--- src/rtl/link_alert_pkg.sv ---
package link_alert_pkg;
  localparam int NUM_SRC = 2;
  localparam int SRC_LOS = 0;
  localparam int SRC_EYE = 1;

  // Strobes handed from the control half to the source register
  typedef struct packed {
    logic [NUM_SRC-1:0] srcSet;
    logic               srcClear;
  } srcStrobe_t;
endpackage

--- src/rtl/sd_filter.sv ---
module sd_filter #(
  parameter int DEB_LEN = 4
) (
  input  logic clk,
  input  logic rstN,
  input  logic rawIn,
  output logic detOut
);
  localparam int CNT_W = (DEB_LEN > 2) ? $clog2(DEB_LEN) : 1;

  logic [1:0]       syncQ;
  logic [CNT_W-1:0] runCnt;

  always_ff @(posedge clk or negedge rstN) begin
    if (!rstN) begin
      syncQ  <= '0;
      runCnt <= '0;
      detOut <= 1'b0;
    end else begin
      syncQ <= {syncQ[0], rawIn};
      if (syncQ[1] != detOut) begin
        if (runCnt == CNT_W'(DEB_LEN - 1)) begin
          detOut <= syncQ[1];
          runCnt <= '0;
        end else begin
          runCnt <= runCnt + 1'b1;
        end
      end else begin
        runCnt <= '0;
      end
    end
  end
endmodule

--- src/rtl/alert_ctrl.sv ---
module alert_ctrl
  import link_alert_pkg::*;
#(
  parameter int NUM_IN    = 2,
  parameter int SEL_W     = 1,
  parameter int DEB_LEN   = 4,
  parameter int EYE_W     = 8,
  parameter int THR_W     = 4,
  parameter int THR_SHIFT = 2
) (
  input  logic              clk,
  input  logic              rstN,
  input  logic [NUM_IN-1:0] sdRaw,
  input  logic [NUM_IN-1:0] sdForceOff,
  input  logic [SEL_W-1:0]  inSel,
  input  logic [EYE_W-1:0]  eyeWidth,
  input  logic              eyeValid,
  input  logic [THR_W-1:0]  eyeThresh,
  input  logic              alertEn,
  input  logic              srcRead,
  output logic [NUM_IN-1:0] losStatus,
  output logic              rxPowerDown,
  output srcStrobe_t        strobe
);
  localparam int SCL_W = THR_W + THR_SHIFT;
  localparam int CMP_W = (EYE_W > SCL_W) ? EYE_W : SCL_W;

  logic [NUM_IN-1:0] detQ;
  logic [SCL_W-1:0]  threshScaled;
  logic [CMP_W-1:0]  widthExt;
  logic [CMP_W-1:0]  threshExt;
  logic              selLos;
  logic              eyeLow;

  for (genvar g = 0; g < NUM_IN; g++) begin : g_det
    sd_filter #(.DEB_LEN(DEB_LEN)) u_filt (
      .clk   (clk),
      .rstN  (rstN),
      .rawIn (sdRaw[g]),
      .detOut(detQ[g])
    );
  end

  always_comb begin
    losStatus    = ~detQ | sdForceOff;
    selLos       = losStatus[inSel];
    rxPowerDown  = selLos;
    threshScaled = {eyeThresh, {THR_SHIFT{1'b0}}};
    widthExt     = CMP_W'(eyeWidth);
    threshExt    = CMP_W'(threshScaled);
    eyeLow       = widthExt < threshExt;

    strobe                 = '0;
    strobe.srcSet[SRC_LOS] = selLos;
    strobe.srcSet[SRC_EYE] = eyeValid & alertEn & eyeLow;
    strobe.srcClear        = srcRead;
  end
endmodule

--- src/rtl/alert_datapath.sv ---
module alert_datapath
  import link_alert_pkg::*;
(
  input  logic               clk,
  input  logic               rstN,
  input  srcStrobe_t         strobe,
  input  logic               pinEn,
  output logic [NUM_SRC-1:0] irqSrc,
  output logic               irqPinN
);
  logic [NUM_SRC-1:0] srcQ;

  always_ff @(posedge clk or negedge rstN) begin
    if (!rstN) begin
      srcQ <= '0;
    end else begin
      srcQ <= (strobe.srcClear ? '0 : srcQ) | strobe.srcSet;
    end
  end

  always_comb begin
    irqSrc  = srcQ;
    irqPinN = ~(pinEn & (|srcQ));
  end
endmodule

--- src/rtl/link_alert_unit.sv ---
module link_alert_unit
  import link_alert_pkg::*;
#(
  parameter int NUM_IN    = 2,
  parameter int DEB_LEN   = 4,
  parameter int EYE_W     = 8,
  parameter int THR_W     = 4,
  parameter int THR_SHIFT = 2,
  localparam int SEL_W    = (NUM_IN > 1) ? $clog2(NUM_IN) : 1
) (
  input  logic               clk,
  input  logic               rstN,
  input  logic [NUM_IN-1:0]  sdRaw,
  input  logic [NUM_IN-1:0]  sdForceOff,
  input  logic [SEL_W-1:0]   inSel,
  input  logic [EYE_W-1:0]   eyeWidth,
  input  logic               eyeValid,
  input  logic [THR_W-1:0]   eyeThresh,
  input  logic               alertEn,
  input  logic               pinEn,
  input  logic               srcRead,
  output logic [NUM_IN-1:0]  losStatus,
  output logic               rxPowerDown,
  output logic [NUM_SRC-1:0] irqSrc,
  output logic               irqPinN
);
  srcStrobe_t strobe;

  alert_ctrl #(
    .NUM_IN   (NUM_IN),
    .SEL_W    (SEL_W),
    .DEB_LEN  (DEB_LEN),
    .EYE_W    (EYE_W),
    .THR_W    (THR_W),
    .THR_SHIFT(THR_SHIFT)
  ) u_ctrl (
    .clk        (clk),
    .rstN       (rstN),
    .sdRaw      (sdRaw),
    .sdForceOff (sdForceOff),
    .inSel      (inSel),
    .eyeWidth   (eyeWidth),
    .eyeValid   (eyeValid),
    .eyeThresh  (eyeThresh),
    .alertEn    (alertEn),
    .srcRead    (srcRead),
    .losStatus  (losStatus),
    .rxPowerDown(rxPowerDown),
    .strobe     (strobe)
  );

  alert_datapath u_dp (
    .clk    (clk),
    .rstN   (rstN),
    .strobe (strobe),
    .pinEn  (pinEn),
    .irqSrc (irqSrc),
    .irqPinN(irqPinN)
  );
endmodule

--- config.mk ---
export PLATFORM = sky130hd
export DESIGN_NAME = link_alert_unit
export DESIGN_NICKNAME = d
export VERILOG_FILES = /design/src/rtl/link_alert_pkg.sv /design/src/rtl/sd_filter.sv /design/src/rtl/alert_ctrl.sv /design/src/rtl/alert_datapath.sv /design/src/rtl/link_alert_unit.sv
export SDC_FILE = /design/constraint.sdc
export NUM_CORES = 1
export LEC_CHECK = 0
export ABC_AREA = 1
export BUFFER_PORTS_ARGS = -buffer_cell sky130_fd_sc_hd__buf_4
export CAP_MARGIN = 20
export CORE_UTILIZATION = 42
export CTS_CLUSTER_SIZE = 20
export DETAILED_ROUTE_END_ITERATION = 12
export GPL_ROUTABILITY_DRIVEN = 0
export PLACE_DENSITY = 0.75
export RECOVER_POWER = 25
export SKIP_CTS_REPAIR_TIMING = 1
export SLEW_MARGIN = 25
export SYNTH_ARGS = -nofsm -noshare
export SYNTH_HDL_FRONTEND = slang
export SYNTH_SLANG_ARGS = --single-unit
--- constraint.sdc ---
create_clock -name clk -period 1.05 [get_ports clk]
set_input_delay 0.1575 -clock clk [delete_from_list [all_inputs] [get_ports clk]]
set_output_delay 0.1575 -clock clk [all_outputs]
set_load 0.02 [all_outputs]
Word-level counts from Yosys, hierarchy flattened --
Cells that the tools add are included.
Cells by class: add/sub/neg operators 2, $mul 0, divide/modulo/power cells 0, order comparisons 2, equality and inequality tests 4, shift-type cells 0, muxes and demuxes 7, bitwise gates (word level) 7, reductions and logical operators 3
Operators with widths (number):
- 2-bit 2-to-1 mux | 5
- 8-bit by 6-bit less-than comparator with 1-bit output | 1
- 2-bit by 1-bit adder with 2-bit output, second input constant | 2
- 2-bit equality test, second input constant | 2
- 2-bit OR | 2
- 2-bit AND reduction | 2
- 1-bit bitwise AND | 3
- 1-bit by 2-bit less-than comparator with 1-bit output, second input constant | 1
- 1-bit 2-to-1 mux | 2
- 1-bit != test | 2
- 2-bit inverter | 1
- 2-bit OR reduction | 1
- 1-bit inverter | 1
Word-level totals: flip-flop bits (word level) 12, bits in latches 0, memory bits (writable) 0, bits in read-only memories 0, output and inout port bits 6, memories kept 0

Longest topological paths before layout --
word-level depth 5, mapped depth 7, mapped depth without buffers 7

Cells and area by module --
From an unflattened synthesis, not the netlist that was laid out.
Second synthesis, totals: cell total of the unflattened synthesis 76, area, all modules 614.3 µm²
Modules (own cells, without submodules):
- sd_filter | times used 2, cells each 17, area each 182.7 µm²
- alert_ctrl | times used 1, cells each 32, area each 167.7 µm²
- alert_datapath | times used 1, cells each 10, area each 81.3 µm²

Least setup slack after synthesis --
Ideal clock, no wire load.
path type flip-flop to output port, start point reg u_dp.srcQ[1] (netlist: u_dp.irqSrc[1]), end point out irqPinN, data arrival time 0.969 ns, required time 0.892 ns, slack -0.077 ns, cell stages (with the launch flop) 2, path buffers 0, path through dfrtp_1 o21ai_0
On the way: word-level cells in the longest chain between the ends 3
Ends and longest elaborated chain:
- start: declaration | line alert_datapath.sv:11 | logic [NUM_SRC-1:0] srcQ;
- start signal: assignment | line alert_datapath.sv:17 | srcQ <= (strobe.srcClear ? '0 : srcQ) | strobe.srcSet;
- 2-bit OR reduction | line alert_datapath.sv:23 | irqPinN = ~(pinEn & (|srcQ));
- 1-bit bitwise AND | line alert_datapath.sv:23
- 1-bit inverter | line alert_datapath.sv:23
- end: declaration | line link_alert_unit.sv:25 | output logic irqPinN
Every way passes these cells.

Final worst setup path --
start point reg u_ctrl.g_det[0].u_filt.detOut, end point out rxPowerDown
On the way: word-level cells in the longest chain between the ends 4
Ends and longest elaborated chain:
- start: declaration | line sd_filter.sv:7 | output logic detOut
- start signal: assignment | line sd_filter.sv:23 | detOut <= syncQ[1];
- 2-bit inverter | line alert_ctrl.sv:45 | losStatus = ~detQ | sdForceOff;
- 2-bit OR | line alert_ctrl.sv:45
- 1-bit 2-to-1 mux (implied by the code) (2 in a row) | line alert_ctrl.sv:46 | selLos = losStatus[inSel];
- end: declaration | line link_alert_unit.sv:23 | output logic rxPowerDown,
Every way passes these cells. The select of a mux whose other input is x is not followed.

==> summary.md <==
| Metric | Value |
|---|---|
| Status | `finished with violations` |
| Failing checks | `negative setup slack` |
| Fillers | `89` |
| Die Y | `38.7 um` |
| Part of the Yosys area used for sequential elements | `53.0%` |
| Final hold vios | `0` |
| Synth area leader | `dfrtp_1` |
| Worst reg2reg startpoint | `u_ctrl.g_det[1].u_filt.detOut` |
| Multi-input logic area | `233 um2` |
| Worst-margin pin slew | `0.626 ns` |
| Int Power | `1110 uW` |
| Maxcap violations | `0` |
| Setup Viol. Count Final | `4` |
| Clock Path Buffers | `2` |
| Commonest non-fill, non-tap cell in the layout | `buf_4` |
| Post-synthesis net count | `89` |
| Cell Area, Synth | `567 um2` |
| Final Worst Setup Slack | `-0.307 ns` |
| Simple-Gate Fraction of Synth Area | `21.6%` |
| Setup crit end kind | `output pin` |
| Clock share of power | `22.2%` |
| Final core occ | `75.7%` |
| Switching Fraction | `31.0%` |
| # DRC | `0` |
| Die width | `38.7 um` |
| IO Port Bufs | `26` |
| Cts bufs inserted | `3` |
| Post-Synth Adder-Cell Area | `11.0%` |
| Layout cells sized above 1 | `39.8%` |
| First-pass DRT Iterations | `3` |
| Cell area after placement | `802 um2` |
| PD cells | `1800 nW/um2` |
| Worst Skew | `0.00234 ns` |
| Largest family of logic cells by synthesized area | `simple AND/OR/NAND/NOR gates` |
| WHS Endpoint | `u_dp.irqSrc[0]` |
| Worst min path class | `input port to register` |
| Initial Utilization | `47.8%` |
| Synth top area cells | `dfrtp_1 53%, ha_1 11%, nand2_1 9.3%, inv_1 8.6%, nor2_1 3.3%` |
| Worst-path fanout max | `2` |
| Cell Rows | `12` |
| Clock Sinks | `12` |
| Relative slew slack | `58.3%` |
| NetSw | `500 uW` |
| Min-delay src | `inSel` |
| Fraction of synthesized cell area in xor and xnor cells | `3.09%` |
| Vias | `506` |
| Data arrival, critical path | `1.20 ns` |
| Fmax achieved | `737 MHz` |
| Mux share of post-synthesis cell area | `0%` |
| Count of different cell masters after synthesis | `13` |
| Clk slew on worst S/H paths | `0.07 ns` |
| Synth Warn # | `0` |
| Setup slack, reg-to-reg | `0.05 ns` |
| First-pass GRT wire length | `1.97 mm` |
| Crit path required time | `0.89 ns` |
| Crit path largest cell delay | `0.38 ns` |
| ANT cells | `0` |
| Sum of negative setup slack | `-0.691 ns` |
| All-Layer GR Usage | `20.0%` |
| Hold path depth | `3` |
| Crit Path Category | `register to output pin` |
| Register bit total from synthesis | `12` |
| Register area | `300 um2` |
| Area growth, synth to finish | `58.5%` |
| Vias per cell | `4.52` |
| H-tree levels | `1` |
| Static leakage | `0.000499 uW` |
| Clock Latency Late Sink | `0.27 ns` |
| R2R depth | `4` |
| Largest net degree at the start of global routing | `13` |
| Tcrit/Tclk final | `129%` |
| Ports | `29` |
| CTS root buf | `clkbuf_4` |
| Flop pwr share | `39.5%` |
| Core region area | `1190 um2` |
| Post-route ant nets | `0` |
| Max VDD drop | `0.866 mV` |
| CTS tree | `built` |
| RSZ-0062 raised after global routing | `true` |
| Cells after Synth | `61` |
| Commonest cells after routing, fill and taps aside | `26 x buf_4, 13 x inv_1, 13 x nand2_1, 12 x dfrtp_1` |
| Critical path, cell by cell | `inv_1 > nor2_1 > or2_1 > nand2_2 > buf_6` |
| Drt total wl | `1.22 mm` |
| Final slew viol count | `0` |
| NumNets Final | `127` |
| Syn avg cell area | `9.29 um2` |
| GR Overflow Total | `0` |
| RR Endpoint | `u_ctrl.g_det[1].u_filt.runCnt[1]` |
| Initial antenna violation count | `0` |
| Worst hold margin | `0.131 ns` |
| Synth top area share | `53.0%` |
| Synth Area in Compound Gates | `2.65%` |
| Crit path time final | `1.36 ns` |
| Drt initial violations | `4` |
| CP Launch Type | `register` |
| DP Wirelength | `960 um` |
| Logic gate share of total power | `38.4%` |
| Vias in the first global route | `523` |
| Die Footprint | `1500 um2` |
| DR WL/cell | `10.9 um` |
| Crit-path slowest cell | `dfrtp_1` |
| Design Area, Final | `898 um2` |
logic make-up (layout without fill, tap and decap cells):
| family | count (synthesis) | in the layout |
|---|---|---|
| buf+inv | 13 | 50 |
| fa+ha+maj | 5 | 5 |
| xor+xnor | 2 | 2 |
| compound gates | 3 | 3 |
| flops | 12 | 12 |
| simple gates | 26 | 26 |
cells in the mapped netlist (all sizes together):
master and n:
nor3 2, nor2 5, ha 5, nand3 2, dfrtp 12, o21ai 3, nand2 15, xnor2 2
or2 2, inv 13
power groups by stage:
stage / logic [uW] / clock network (uW) / registers (uW)
6_report: 619 / 358 / 637
5_1_grt: 688 / 391 / 645
4_1_cts: 536 / 367 / 633
3_5_place_dp: 532 / 0 / 643
3_3_place_gp: 507 / 0 / 630
2_1_floorplan: 283 / 0 / 640
critical path: cells and delay by family, from the launching register on:
kind / cells / cell delay, ns
flip-flops: 1 / 0.38
AND/OR/NAND/NOR: 3 / 0.37
buffers and inverters: 2 / 0.18
metrics by stage:
stage	worst slack (ns)	power [uW]	std cells
final	-0.307	1610	112
after global routing	-0.359	1720	112
after CTS	-0.321	1540	108
after detailed placement	-0.0133	1170	104
after global placement	0.0133	1140	104
after floorplan	0.0426	922	61
metal layers:
metal	part of all wire [%]	vias up	routed length [um]	track usage, %
met1	37	231	449	20.7
li1	-	258	-	-
met3	3.5	2	43	5.20
met4	1.2	0	15	7.76
met2	58	15	713	37.5
met5	0	-	0	0
layout make-up:
cell class | instances | area share, %
well taps | 14 | 1.95
inverters | 13 | 5.43
flip-flops and latches | 12 | 33.4
repair buffers | 33 | 29.2
clock buffers | 4 | 4.04
multi-input cells | 36 | 25.9
registers in the layout, indices dropped and copies added, names as in the netlist:
signal	flops
u_ctrl.g_det.u_filt.syncQ	4
u_ctrl.g_det.u_filt.detOut	2
u_ctrl.g_det.u_filt.runCnt	4
u_dp.irqSrc	2
how the worst max path moves through the flow:
stage	from	endpoint	slack, ns
5_1_grt	u_ctrl.g_det[0].u_filt.detOut	rxPowerDown	-0.36
3_3_place_gp	u_ctrl.g_det[0].u_filt.detOut	rxPowerDown	0.01
3_5_place_dp	u_ctrl.g_det[0].u_filt.detOut	rxPowerDown	-0.01
2_1_floorplan	u_ctrl.g_det[0].u_filt.detOut	rxPowerDown	0.04
4_1_cts	u_ctrl.g_det[0].u_filt.detOut	rxPowerDown	-0.32
6_report	u_ctrl.g_det[0].u_filt.detOut	rxPowerDown	-0.31
No activity file was read; power rests on OpenSTA's default activity.
